--- config.mk ---
export PLATFORM = sky130hd
export DESIGN_NAME = frac_rate_counter
export DESIGN_NICKNAME = d
export VERILOG_FILES = /design/src/rtl/frac_cnt_pkg.sv /design/src/rtl/frac_cnt_regs.sv /design/src/rtl/frac_cnt_accum.sv /design/src/rtl/frac_cnt_counter.sv /design/src/rtl/frac_rate_counter.sv
export SDC_FILE = /design/constraint.sdc
export NUM_CORES = 1
export LEC_CHECK = 0
export BUFFER_PORTS_ARGS = -buffer_cell sky130_fd_sc_hd__buf_2
export CORE_ASPECT_RATIO = 1.4
export CORE_MARGIN = 8
export CORE_UTILIZATION = 45
export DETAILED_ROUTE_END_ITERATION = 6
export GPL_TIMING_DRIVEN = 0
export HOLD_SLACK_MARGIN = 0.02
export PLACE_DENSITY_LB_ADDON = 0.2
export SLEW_MARGIN = 20
export SYNTH_ARGS = -nofsm -noshare
export SYNTH_HDL_FRONTEND = slang
export SYNTH_SLANG_ARGS = --single-unit
--- constraint.sdc ---
create_clock -name clk -period 11.2 [get_ports clk]
set_input_delay 0.56 -clock clk [delete_from_list [all_inputs] [get_ports clk]]
set_output_delay 0.56 -clock clk [all_outputs]
set_load 0.01 [all_outputs]
--- src/rtl/frac_cnt_pkg.sv ---
package frac_cnt_pkg;

    // Ratio field width, register width and address width
    parameter int RATIO_W = 12;
    parameter int REG_W   = 32;
    parameter int ADDR_W  = 8;

    localparam int SUM_W   = RATIO_W + 1;
    localparam int UPPER_W = REG_W - RATIO_W;

    typedef logic [RATIO_W-1:0] frac_t;

    // Active ratio pair
    typedef struct packed {
        frac_t num;
        frac_t den;
    } ratio_t;

    // Layout of one ratio register: stored upper bits, ratio field below
    typedef struct packed {
        logic [UPPER_W-1:0] keep;
        frac_t              field;
    } ratio_reg_t;

    // Numerator limited to the denominator, so at most one step per clock
    function automatic frac_t clamp_num(ratio_t r);
        return (r.num > r.den) ? r.den : r.num;
    endfunction

endpackage

--- src/rtl/frac_cnt_regs.sv ---
module frac_cnt_regs
    import frac_cnt_pkg::*;
#(
    parameter logic [ADDR_W-1:0] NUM_ADDR = 8'h10,
    parameter logic [ADDR_W-1:0] DEN_ADDR = 8'h14,
    parameter frac_t             RST_NUM  = 12'd4,
    parameter frac_t             RST_DEN  = 12'd25
) (
    input  logic              clk,
    input  logic              rst,
    input  logic              reg_wr,
    input  logic [ADDR_W-1:0] reg_addr,
    input  logic [REG_W-1:0]  reg_wdata,
    output logic [REG_W-1:0]  reg_rdata,
    input  logic              rate_sw,
    input  frac_t             rate_num,
    input  frac_t             rate_den,
    output ratio_t            ratio,
    output logic              load
);

    ratio_reg_t num_q, num_d;
    ratio_reg_t den_q, den_d;
    logic       hit_num, hit_den;

    assign hit_num = reg_wr && (reg_addr == NUM_ADDR);
    assign hit_den = reg_wr && (reg_addr == DEN_ADDR);
    assign load    = rate_sw || hit_num || hit_den;

    always_comb begin
        num_d = num_q;
        den_d = den_q;
        if (hit_num) begin
            num_d = ratio_reg_t'(reg_wdata);
        end
        if (hit_den) begin
            den_d = ratio_reg_t'(reg_wdata);
        end
        // The strobe owns the ratio fields; stored upper bits stay
        if (rate_sw) begin
            num_d.field = rate_num;
            den_d.field = rate_den;
        end
    end

    always_ff @(posedge clk) begin
        if (rst) begin
            num_q <= '{keep: '0, field: RST_NUM};
            den_q <= '{keep: '0, field: RST_DEN};
        end else begin
            num_q <= num_d;
            den_q <= den_d;
        end
    end

    always_comb begin
        if (reg_addr == NUM_ADDR) begin
            reg_rdata = REG_W'(num_q);
        end else if (reg_addr == DEN_ADDR) begin
            reg_rdata = REG_W'(den_q);
        end else begin
            reg_rdata = '0;
        end
    end

    assign ratio = '{num: num_q.field, den: den_q.field};

endmodule

--- src/rtl/frac_cnt_accum.sv ---
module frac_cnt_accum
    import frac_cnt_pkg::*;
(
    input  logic   clk,
    input  logic   rst,
    input  ratio_t ratio,
    input  logic   load,
    output logic   step,
    output frac_t  acc
);

    frac_t            acc_q;
    frac_t            num_eff;
    logic [SUM_W-1:0] sum;
    logic [SUM_W-1:0] den_ext;
    logic [SUM_W-1:0] wrap;

    always_comb begin
        num_eff = clamp_num(ratio);
        sum     = {1'b0, acc_q} + {1'b0, num_eff};
        den_ext = {1'b0, ratio.den};
        step    = (sum >= den_ext);
        wrap    = step ? (sum - den_ext) : sum;
    end

    // A load clears the remainder; this edge's step still uses the old ratio
    always_ff @(posedge clk) begin
        if (rst || load) begin
            acc_q <= '0;
        end else begin
            acc_q <= wrap[RATIO_W-1:0];
        end
    end

    assign acc = acc_q;

endmodule

--- src/rtl/frac_cnt_counter.sv ---
module frac_cnt_counter #(
    parameter int CNT_W = 64
) (
    input  logic             clk,
    input  logic             rst,
    input  logic             step,
    output logic [CNT_W-1:0] count,
    output logic             tick
);

    logic [CNT_W-1:0] count_q;
    logic             tick_q;

    always_ff @(posedge clk) begin
        if (rst) begin
            count_q <= '0;
            tick_q  <= 1'b0;
        end else begin
            count_q <= count_q + CNT_W'(step);
            tick_q  <= step;
        end
    end

    assign count = count_q;
    assign tick  = tick_q;

endmodule

--- src/rtl/frac_rate_counter.sv ---
module frac_rate_counter
    import frac_cnt_pkg::*;
#(
    parameter int                CNT_W    = 64,
    parameter logic [ADDR_W-1:0] NUM_ADDR = 8'h10,
    parameter logic [ADDR_W-1:0] DEN_ADDR = 8'h14,
    parameter frac_t             RST_NUM  = 12'd4,
    parameter frac_t             RST_DEN  = 12'd25
) (
    input  logic               clk,
    input  logic               rst,
    input  logic               reg_wr,
    input  logic [ADDR_W-1:0]  reg_addr,
    input  logic [REG_W-1:0]   reg_wdata,
    output logic [REG_W-1:0]   reg_rdata,
    input  logic               rate_sw,
    input  logic [RATIO_W-1:0] rate_num,
    input  logic [RATIO_W-1:0] rate_den,
    output logic [CNT_W-1:0]   count,
    output logic               tick
);

    ratio_t ratio_q;
    logic   ratio_load;
    logic   step;
    frac_t  acc_q;
    frac_t  act_num;
    frac_t  act_den;

    frac_cnt_regs #(
        .NUM_ADDR (NUM_ADDR),
        .DEN_ADDR (DEN_ADDR),
        .RST_NUM  (RST_NUM),
        .RST_DEN  (RST_DEN)
    ) u_regs (
        .clk       (clk),
        .rst       (rst),
        .reg_wr    (reg_wr),
        .reg_addr  (reg_addr),
        .reg_wdata (reg_wdata),
        .reg_rdata (reg_rdata),
        .rate_sw   (rate_sw),
        .rate_num  (rate_num),
        .rate_den  (rate_den),
        .ratio     (ratio_q),
        .load      (ratio_load)
    );

    frac_cnt_accum u_accum (
        .clk   (clk),
        .rst   (rst),
        .ratio (ratio_q),
        .load  (ratio_load),
        .step  (step),
        .acc   (acc_q)
    );

    frac_cnt_counter #(
        .CNT_W (CNT_W)
    ) u_counter (
        .clk   (clk),
        .rst   (rst),
        .step  (step),
        .count (count),
        .tick  (tick)
    );

    assign act_num = ratio_q.num;
    assign act_den = ratio_q.den;

endmodule

==> summary.txt <==
Place
  – HPWL after detailed placement: 17100 µm
  – Cell Area, Placed: between 0.008 and 0.009 mm²
  – Setup WS pre-CTS: roughly 3.1 ns
  – Number of port buffers: roughly 160
  – Final GP Congestion: roughly 0.9

Routing
  – DR WL/cell: ~16 µm
  – Via Count: 7146
  – DRT Wirelength: roughly 22000 µm
  – ANT nets after route: 0
  – DRT Pass-1 Iters: 4
  – DR vias/cell: 5.27
  – Number of DRC markers in iteration 0: around 370
  – Post-route DRC: 0

Logic synthesis
  – Yosys reg bits: around 140
  – Mapped cell area: 0.00764 mm²
  – Main synth FF type: dfxtp_1
  – Sequential-to-total area share from yosys stat: 0.369
  – Cells after synthesis: about 960
  – Synth cell types: 52
  – Avg Cell Area, Syn: 7.98 µm²
  – Synth Warn #: 0
  – Post-synth EDFFs: 0
  – Area leader, netlist: dfxtp_1
  – Share of the synthesized area in the top cell type: 0.369
  – Mapped Nets: around 1.1k
  – Fraction of registers with async set/reset: 0
  – Area contributors post-synth: dfxtp_1, nor2_1, nand2_1, a21oi_1, ha_1

Setup path
  – Max FO, Critical Path: 10
  – CP max stage delay: about 0.42 ns
  – Worst setup SP type: register
  – CP most frequent cell: ha_1
  – CP arrival: 8.52 ns
  – CP required: between 10 and 15 ns
  – WS Path Type: register to register
  – CP delay by family, top: compound AO/OA/AOI/OAI gates
  – Crit path buffers/inverters: 4
  – Worst Setup End Kind: register
  – CP max stage cell: fa_1
  – Worst R2R Setup Slack: between 2 and 3 ns

Timing
  – FMAX: around 120 MHz
  – Final min period: 8.22 ns
  – Fin. Hold Viols: 0
  – Worst Skew: roughly 0.0091 ns
  – Worst rel slew slack: 0.405
  – Final cycle utilization of the critical path: 0.734
  – RSZ-0062 raised after global routing: false
  – Tightest hold margin: 0.356 ns
  – Fin. max-slew vios: 0
  – Actual slew at the worst max-slew pin: around 0.89 ns
  – Sum Neg Setup Slack: 0 ns
  – Setup Viol. Count Final: 0
  – Fin worst setup slack: ~3.0 ns

Clock network
  – Post-CTS setup buffer count: 0
  – Root buf cell: clkbuf_16
  – Insertion delay to the later sink of the worst-skew pair: 0.42 ns
  – H-tree depth: 4
  – TritonCTS clock tree: built
  – Clock Sinks: between 100 and 150
  – CTS Buf Count: 17
  – CTS Hold Bufs: 0
  – Clk slew on worst S/H paths: 0.06 ns
  – PostCTS Resize Cnt: 0
  – Clk buf depth: 2

Global routing
  – First-pass GRT wire length: roughly 37000 µm
  – Initial antenna violation count: 2
  – Met3 Use GR: 0.0633
  – Most used routing layer: met2
  – Vias in the first global route: 7287
  – Largest net degree at the start of global routing: 17
  – Total GRT Usage: 0.212
  – Met1 usage: 0.228
  – Routing usage on met2: 0.383
  – GRT overflow: 0

Floorplan
  – Io pins: 165
  – FP Rows: between 50 and 60
  – Core Box Area: 0.0167 mm²
  – DIE AREA: ~0.021 mm²
  – Starting Density: 0.458
  – Die Width: 126 µm
  – Vert. Die Dim: 170 µm

Pwr
  – P_sw: approximately 0.00056 W
  – Leak: slightly above 4 nW
  – Combinational power share: 0.327
  – Power share of the clock group: 0.362
  – Power per cell area: ~190 mW/mm²
  – Int Pwr: 0.00119 W
  – Switching Share: 0.320
  – Sequential Power Share: 0.311
  – VDD IR max: 0.0937 mV

Outcome
  – Status: complete, no violations

Finish
  – Area growth from synthesis to layout: 22.6%
  – Layout cells sized above 1: 0.192
  – Nets: approximately 1.2k
  – Fillers: approximately 1.6k
  – Post-route cell area: around 0.0094 mm²
  – Register area: between 0.002 and 0.003 mm²
  – Multi-input gate area: ~0.0046 mm²

Hold path
  – Worst Hold Class: primary input to register

Run
  – Max Cap Viol: 0
-- cell usage in the layout (no fill, tap or decap), types with 4 or more instances in the layout --
cell type,instances
mux2i_1,43
dfxtp_1,141
a211oi_1,7
or3_1,5
nand4_1,13
nand2_1,152
nor3_1,7
a21oi_1,96
nand3_1,27
inv_6,5
nor2b_1,8
bufinv_16,5
nand2b_1,6
o21ai_0,16
and3_1,10
mux2_2,12
inv_1,27
and2_1,10
xor2_1,42
clkbuf_16,17
o21a_1,4
buf_2,164
and4_1,13
ha_1,38
nor2_1,161
xnor2_1,34
clkbuf_1,40
a21o_1,5
-- sequential cells by signal, summed over array words and instances (netlist names) --
| register | cells |
|---|---|
| u_accum.acc | 12 |
| u_counter.count | 64 |
| u_counter.tick | 1 |
| u_regs.den_q | 20 |
| u_regs.num_q | 20 |
| u_regs.ratio | 24 |
-- cell type report --
| type | count | area share |
|---|---|---|
| inverter | 27 | 0.0108 |
| multi-input combinational | 748 | 0.486 |
| timing repair buffer | 162 | 0.0866 |
| antenna | 1 | 0.000267 |
| clock buffer | 18 | 0.0458 |
| tap | 203 | 0.0271 |
| buffer | 42 | 0.0179 |
| clock inverter | 14 | 0.0243 |
| sequential | 141 | 0.301 |
-- cells by family (layout without fill, tap and decap cells) --
logic type,after synthesis,in the layout,synth area share
AOI/OAI and AO/OA,145,145,0.107
and+or+nand+nor,432,432,0.260
adders and majority gates,40,40,0.0674
DFF,141,141,0.369
buffers and inverters,69,263,0.0352
other,0,1,0
muxes,55,55,0.0740
xor gates and xnor gates,76,76,0.0871
-- tightest hold or removal path: cells and delay by family --
| kind | cells | cell delay (ns) |
|---|---|---|
| AND/OR/NAND/NOR | 1 | 0.06 |
| buffers and inverters | 1 | 0.08 |
| multiplexers | 1 | 0.06 |
-- metal layers --
layer / wire (µm) / up-vias
met5: 13 / -
met4: 484 / 2
met3: 1370 / 37
met2: 11400 / 166
met1: 9050 / 3333
li1: - / 3608
-- Yosys cell counts, types with 2 or more instances --
| master | number |
|---|---|
| nor3_1 | 7 |
| nor2b_1 | 8 |
| nor4_1 | 3 |
| nor2_1 | 161 |
| nand4_1 | 13 |
| buf_2 | 2 |
| or3_1 | 5 |
| and3_1 | 10 |
| or3b_2 | 3 |
| clkbuf_1 | 39 |
| a21o_1 | 5 |
| inv_1 | 27 |
| fa_1 | 2 |
| a211oi_1 | 7 |
| dfxtp_1 | 141 |
| xor2_1 | 42 |
| or2_2 | 3 |
| nand2_1 | 152 |
| and4_1 | 13 |
| a21oi_1 | 96 |
| o21a_1 | 4 |
| a21boi_0 | 2 |
| nand3_1 | 27 |
| and2_1 | 10 |
| o21ai_0 | 16 |
| nor3b_1 | 3 |
| mux2_2 | 12 |
| a31oi_1 | 2 |
| xnor2_1 | 34 |
| ha_1 | 38 |
| nand2b_1 | 6 |
| mux2i_1 | 43 |
| o31a_1 | 2 |
| o211ai_1 | 2 |
-- final timing paths --
check        cells after the start                              to                     startpoint
max                             34  u_counter.count[44]$_SDFF_PP0_   u_regs.ratio[6]$_SDFFE_PP0P_
min                              3    u_regs.ratio[4]$_SDFFE_PP1P_                    rate_den[4]
max reg2reg                     34  u_counter.count[44]$_SDFF_PP0_   u_regs.ratio[6]$_SDFFE_PP0P_
min reg2reg                      2   u_regs.num_q[13]$_SDFFE_PP0P_  u_regs.num_q[13]$_SDFFE_PP0P_
-- power by group through the flow --
stage,clock [W],sequential (W),combinational (W)
global placement,0,0.000557,0.000562
finish,0.000634,0.000546,0.000573
CTS,0.000644,0.000546,0.000575
detailed placement,0,0.000557,0.000568
global route,0.000666,0.000550,0.000644
floorplan,0,0.000554,0.000453
-- per-stage QoR --
stage / total power [W] / cells / utilization
after floorplan: 0.00101 / 958 / -
after global placement: 0.00112 / 1323 / 0.522
after detailed placement: 0.00112 / 1323 / 0.522
after CTS: 0.00177 / 1355 / 0.562
after global routing: 0.00186 / 1356 / 0.562
final: 0.00175 / 1356 / 0.562
No activity file was read; power rests on OpenSTA's default activity.
